**config.mk**
```make
export PLATFORM = sky130hd
export DESIGN_NAME = sysctl_regs
export DESIGN_NICKNAME = d
export VERILOG_FILES = /design/src/rtl/sysctl_regs.sv
export SDC_FILE = /design/constraint.sdc
export NUM_CORES = 1
export LEC_CHECK = 0
export BUFFER_PORTS_ARGS = -buffer_cell sky130_fd_sc_hd__buf_2
export CELL_PAD_IN_SITES_DETAIL_PLACEMENT = 1
export CELL_PAD_IN_SITES_GLOBAL_PLACEMENT = 2
export CORE_MARGIN = 2
export CORE_UTILIZATION = 33
export CTS_CLUSTER_SIZE = 20
export DETAILED_ROUTE_END_ITERATION = 7
export GPL_TIMING_DRIVEN = 1
export PLACE_DENSITY_LB_ADDON = 0.1
export RECOVER_POWER = 100
export SETUP_SLACK_MARGIN = 0.5
export SLEW_MARGIN = 30
export SYNTH_ARGS = -nofsm -noshare
export SYNTH_HDL_FRONTEND = slang
export SYNTH_SLANG_ARGS = --single-unit
```
**constraint.sdc**
```tcl
create_clock -name clk -period 2.4 [get_ports clk]
set_input_delay 0.24 -clock clk [delete_from_list [all_inputs] [get_ports clk]]
set_output_delay 0.24 -clock clk [all_outputs]
set_load 0.01 [all_outputs]
```
**src/rtl/sysctl_regs.sv**
```systemverilog
module sysctl_regs #(
  parameter int AW    = 12,
  parameter int DW    = 8,
  parameter int CTL_W = 4
) (
  input  logic          clk,
  input  logic          rst_n,
  input  logic          wr_en,
  input  logic          rd_en,
  input  logic [AW-1:0] addr,
  input  logic [DW-1:0] wdata,
  output logic [DW-1:0] rdata,
  output logic          cpu_reset,
  output logic          little_endian,
  output logic          drive_led,
  output logic          io_map_sparse,
  output logic          nvlock1_pulse,
  output logic          nvlock2_pulse,
  output logic          bad_wr
);
  localparam logic [AW-1:0] A_SPEC  = AW'('h092);
  localparam logic [AW-1:0] A_SCR0  = AW'('h398);
  localparam logic [AW-1:0] A_SCR1  = AW'('h399);
  localparam logic [AW-1:0] A_CPUID = AW'('h800);
  localparam logic [AW-1:0] A_FEAT  = AW'('h802);
  localparam logic [AW-1:0] A_STAT  = AW'('h803);
  localparam logic [AW-1:0] A_LED   = AW'('h808);
  localparam logic [AW-1:0] A_EQUIP = AW'('h80C);
  localparam logic [AW-1:0] A_LOCK1 = AW'('h810);
  localparam logic [AW-1:0] A_LOCK2 = AW'('h812);
  localparam logic [AW-1:0] A_INVAL = AW'('h814);
  localparam logic [AW-1:0] A_KEY   = AW'('h818);
  localparam logic [AW-1:0] A_CTL   = AW'('h81C);
  localparam logic [AW-1:0] A_CACHE = AW'('h823);
  localparam logic [AW-1:0] A_MAP   = AW'('h850);

  logic [CTL_W-1:0] ctl_q;
  logic [DW-1:0]    scr_q [2];
  logic             wr_known;
  logic [DW-1:0]    rd_mux;

  always_comb begin
    case (addr)
      A_SPEC, A_SCR0, A_SCR1, A_CPUID, A_FEAT, A_STAT, A_LED,
      A_LOCK1, A_LOCK2, A_INVAL, A_CTL, A_MAP: wr_known = 1'b1;
      default:                                 wr_known = 1'b0;
    endcase
  end

  always_ff @(posedge clk or negedge rst_n) begin
    if (!rst_n) begin
      cpu_reset     <= 1'b0;
      little_endian <= 1'b0;
      drive_led     <= 1'b0;
      io_map_sparse <= 1'b0;
      ctl_q         <= '0;
      nvlock1_pulse <= 1'b0;
      nvlock2_pulse <= 1'b0;
      bad_wr        <= 1'b0;
    end else begin
      nvlock1_pulse <= wr_en && (addr == A_LOCK1);
      nvlock2_pulse <= wr_en && (addr == A_LOCK2);
      bad_wr        <= wr_en && !wr_known;
      if (wr_en) begin
        case (addr)
          A_SPEC: begin
            cpu_reset     <= wdata[0];
            little_endian <= wdata[1];
          end
          A_LED:   drive_led     <= wdata[0];
          A_CTL:   ctl_q         <= wdata[CTL_W-1:0];
          A_MAP:   io_map_sparse <= wdata[0];
          default: ;
        endcase
      end
    end
  end

  for (genvar g = 0; g < 2; g++) begin : g_scr
    always_ff @(posedge clk or negedge rst_n) begin
      if (!rst_n)
        scr_q[g] <= '0;
      else if (wr_en && addr == A_SCR0 + AW'(g))
        scr_q[g] <= wdata;
    end
  end

  always_comb begin
    case (addr)
      A_SPEC:  rd_mux = '0;
      A_SCR0:  rd_mux = scr_q[0];
      A_SCR1:  rd_mux = scr_q[1];
      A_CPUID: rd_mux = DW'('hEF);
      A_FEAT:  rd_mux = DW'('hAD);
      A_STAT:  rd_mux = DW'('hE0);
      A_EQUIP: rd_mux = DW'('h3C);
      A_LOCK1: rd_mux = DW'('h39);
      A_KEY:   rd_mux = '0;
      A_CTL:   rd_mux = DW'(ctl_q);
      A_CACHE: rd_mux = DW'('h03);
      A_MAP:   rd_mux = DW'(io_map_sparse);
      default: rd_mux = '1;
    endcase
  end

  assign rdata = rd_en ? rd_mux : '0;
endmodule

```
; ---- Yosys cells after proc, flatten, opt, wreduce, memory -nomap -nowiden
; Cells that the tools add are included.
; W data, S select, Z words.
[totals]
register_bits = 27
out_inout_bits = 15
word_cells = 40
[classes]
n_eq_ne = 15
n_mux = 3
n_reduce_logical = 12
[ops]
columns = operator, n
row1 = $eq A12 B12 Y1 const B, 12
row2 = $pmux W8 S11, 1
row3 = $eq A12 B10 Y1 const B, 2
row4 = $eq A12 B8 Y1 const B, 1
row5 = $reduce_or A12 Y1, 1
row6 = $mux W8, 1
row7 = $reduce_and A2 Y1, 4
row8 = $logic_and A1 B1 Y1, 5
row9 = $reduce_or A2 Y1, 1
row10 = $logic_not A1 Y1, 1
row11 = $mux W1, 1

; ---- Depth between registers and ports, before layout
[depth]
word_depth = 5
depth_mapped = 6
ltp_nobuf = 5

; ---- Worst setup path before layout
; No wires, ideal clock.
[synth_timing]
path_type = input port to output port
start = input addr[8]
end = output rdata[0]
t_arrival_ps = 1944
slack_ps = 216
stages = 6
n_path_buf = 1
cell_sequence = or4b_1 -> buf_2 -> nor4_2 -> a21oi_1 -> and4_4 -> o41a_1
[synth_between]
elab_chain_cells = 4
[synth_lines]
columns = item, line
row1 = "start, declared", 10  ; input logic [AW-1:0] addr,
row2 = $eq A12 B12 Y1 or $eq A12 B8 Y1 (tied branches), 89  ; case (addr)
row3 = $reduce_or A2 Y1 (no line), --
row4 = $pmux W8 S11 (*), 89
row5 = $mux W8 (*), 106  ; assign rdata = rd_en ? rd_mux : '0;
row6 = "end, declared", 12  ; output logic [DW-1:0] rdata,
; Mark *: on every way between the ends. The rest lies on a longest branch, timed or not.

; ---- Worst setup path after layout
[layout_timing]
start = input addr[9]
end = output rdata[0]
; Same word-level chain as after synthesis.

==> results.toml <==
[run_status]
outcome = "finished with violations"
failed_checks = "capacitance limit, slew limit"

[floorplanning]
row_count = 25
start_util_pct = 34.83
die_area_um2 = 5671
die-width_um = 75.31
ioPinCount = 39
fp.dieH_um = 75.31
core_um2 = 4817

[finish]
num-fill-cells = 580
layout_common_cells = "dfrtp_1, buf_4, buf_2, clkbuf_1, mux2_1"
final_common_cell = "dfrtp_1"
fin_nets = 245
layout-drive-gt1-share_pct = 34.55
syn_to_final_growth_pct = 32.29
diodes = 0

[timing]
tightest_slew_ns = 1.512
rsz0062_at_grt = "true"
relSlewSlack_pct = -0.7906
finalSetupViolations = 0
hold_violations = 0
post-route-min-period_ns = 2.281
fin_tns_setup_ns = 0
final_max_slew_viol_count = 28
fin_crit_sh_pct = 95.05
finalClockSkew_ns = 0
max_freq_ghz = 0.4383

[critical_path]
worstSetupEndpointType = "output pin"
critical_path_buf_inv_count = 2
worstPathCellList = "clkbuf_1 > or4b_4 > nor4_4 > a21oi_1 > and4_4 > o41a_1 > buf_2"
crit_family = "simple AND/OR/NAND/NOR gates"
slowest_stage = "or4b_4"
path_class = "primary input to output pin"
worstPathArrival_ns = 2.04
cp-start-kind = "primary input"
crit_required_ns = 2.16
critPathMaxFanout = 4
slowest_delay_ns = 0.60

[global_route]
antenna_found_initial = 0
overflow = 0
grt_pass1_wl_um = 9204
grtUsageTotal_pct = 21.77
grt_max_degree = 28
grt_pass1_vias = 1716

[routing]
vias = 1562
routed_via_density = 5.443
drt-total-wl_um = 5327
drc_errors = 0
dr.first_iter.drc_count = 88
wl_per_cell_um = 18.56
drt_pre_antenna_iters = 4
ant_nets = 0

[logic_synthesis]
synth_top_area_cell = "dfrtp_1"
synth_top_area_share_pct = 40.27
ys_async_sr_fraction_pct = 100.0
ys_seq_elements = 27
ys.flop_type = "dfrtp_1"
synth.area.top_cells = "dfrtp_1, mux2_1, mux2_4, mux2_2, nand2b_1"
syn_avg_cell_area_um2 = 10.76
synthCells = 156
synth-edff-count = 0
yosysSeqAreaShare_pct = 40.27
synth_warnings = 0
synth_nets = 180
ys_types = 49
syn-cell-area_um2 = 1678

[clock_network]
clk_pin_slew_ns = 0.10
ctsLongestPathBuffers = 2
worst_skew_pair.late_latency_ns = 0.29
cts_buffers = 3
clock-sinks = 27
h-tree-depth = 1
cts_tree = "yes"
cts-root-buf = "clkbuf_8"

[placement]
hpwlAfterDp_um = 4141
io_buffers = 38
place_congestion = 0.9417

[power]
power.total_mw = 0.8720
peakVddDrop_v = 0.0002159
p_leak_nw = 1.021
p_per_area_nw_per_um2 = 392.8

[worst_hold_path]
min_path_type = "primary input to flop"

[job]
maxCapViolCount = 1
## power breakdown
group	switching [mW]	internal, mW	leakage, nW
Clock	0.161	0.119	0.0217
Combinational	0.0810	0.0525	0.624
Sequential	0.00115	0.457	0.375
Total	0.244	0.628	1.02
## stage by stage
| stage | cells | hold WS [ns] | area, um2 | util [%] | setup WS [ns] |
|---|---|---|---|---|---|
| after detailed placement | 272 | 0.3055 | 2123 | 44.08 | 0.07867 |
| after CTS | 283 | 0.1734 | 2263 | 46.99 | 0.1398 |
| final | 287 | 0.1721 | 2220 | 46.08 | 0.1187 |
| after floorplan | 156 | -0.05559 | 1755 | - | 0.3372 |
| after global routing | 287 | 0.1628 | 2220 | 46.08 | 0.03648 |
| after global placement | 272 | 0.2791 | 2123 | 44.08 | 0.09620 |
## synth_stat cells, types with 2 or more instances
master	n
o21ai_0	6
and3_1	2
or4b_1	2
or4_1	4
nor4b_1	2
a31oi_1	5
nand2_1	8
a22oi_1	3
or3_1	2
nor2_1	7
o41a_1	2
o31a_1	2
a21oi_1	5
nor4_2	2
mux2_1	12
clkbuf_1	3
dfrtp_1	27
inv_1	3
nor3_1	5
nand4_1	2
nor3_2	2
buf_2	2
nand2b_1	6
mux2_2	4
mux2_4	8
nor4_1	4
nand3_1	4
## path summary, 6_finish.rpt
kind	startpoint	cells after the start	slack, ns	end
hold / removal	wdata[7]	2	0.17	scr_q[7]
setup / recovery	addr[9]	7	0.12	rdata[0]
hold reg to reg	scr_q[12]	1	0.50	scr_q[12]
setup reg to reg	io_map_sparse	1	1.59	io_map_sparse
max in group asynchronous	rst_n	2	0.68	scr_q[11]
min in group asynchronous	rst_n	2	0.84	bad_wr
## layout make-up
cell class / instances / area (um2) / share of cell area (%)
clock inverters: 1 / 7.507 / 0.3382
well taps: 67 / 83.83 / 3.777
inverters: 3 / 11.26 / 0.5073
repair buffers: 66 / 399.1 / 17.98
clock buffers: 3 / 41.29 / 1.860
multi-input cells: 120 / 1001 / 45.10
flip-flops and latches: 27 / 675.6 / 30.44
## logic make-up after synthesis
kind of cell | after synthesis | share of synthesized area, %
multiplexers | 25 | 18.49
buffers and inverters | 9 | 2.162
AO/OA/AOI/OAI | 31 | 12.83
AND/OR/NAND/NOR | 64 | 26.25
flip-flops | 27 | 40.27
## registers in the layout, indices dropped and copies added, names as in the netlist
name	flops
bad_wr	1
cpu_reset	1
ctl_q	4
drive_led	1
io_map_sparse	1
little_endian	1
nvlock1_pulse	1
nvlock2_pulse	1
scr_q	16
## layer usage
metal | global-route usage, % | part of all wire, % | wire length (um)
met3 | 2.646 | 3.2 | 172
met1 | 31.17 | 47 | 2529
met5 | 0 | 0 | 0
met2 | 34.78 | 48 | 2563
met4 | 6.238 | 1.2 | 62
## repair_timing
item | CTS | global route
setup buffers | 6 | 4
endpoints found under the setup margin | 8 | 8
cloned | 0 | 0
endpoints found under the hold margin | 27 | 0
hold buffers | 1 | 0
pin swaps | 12 | 2
gates resized for setup | 9 | 2
(Power assumes the default switching activity.)
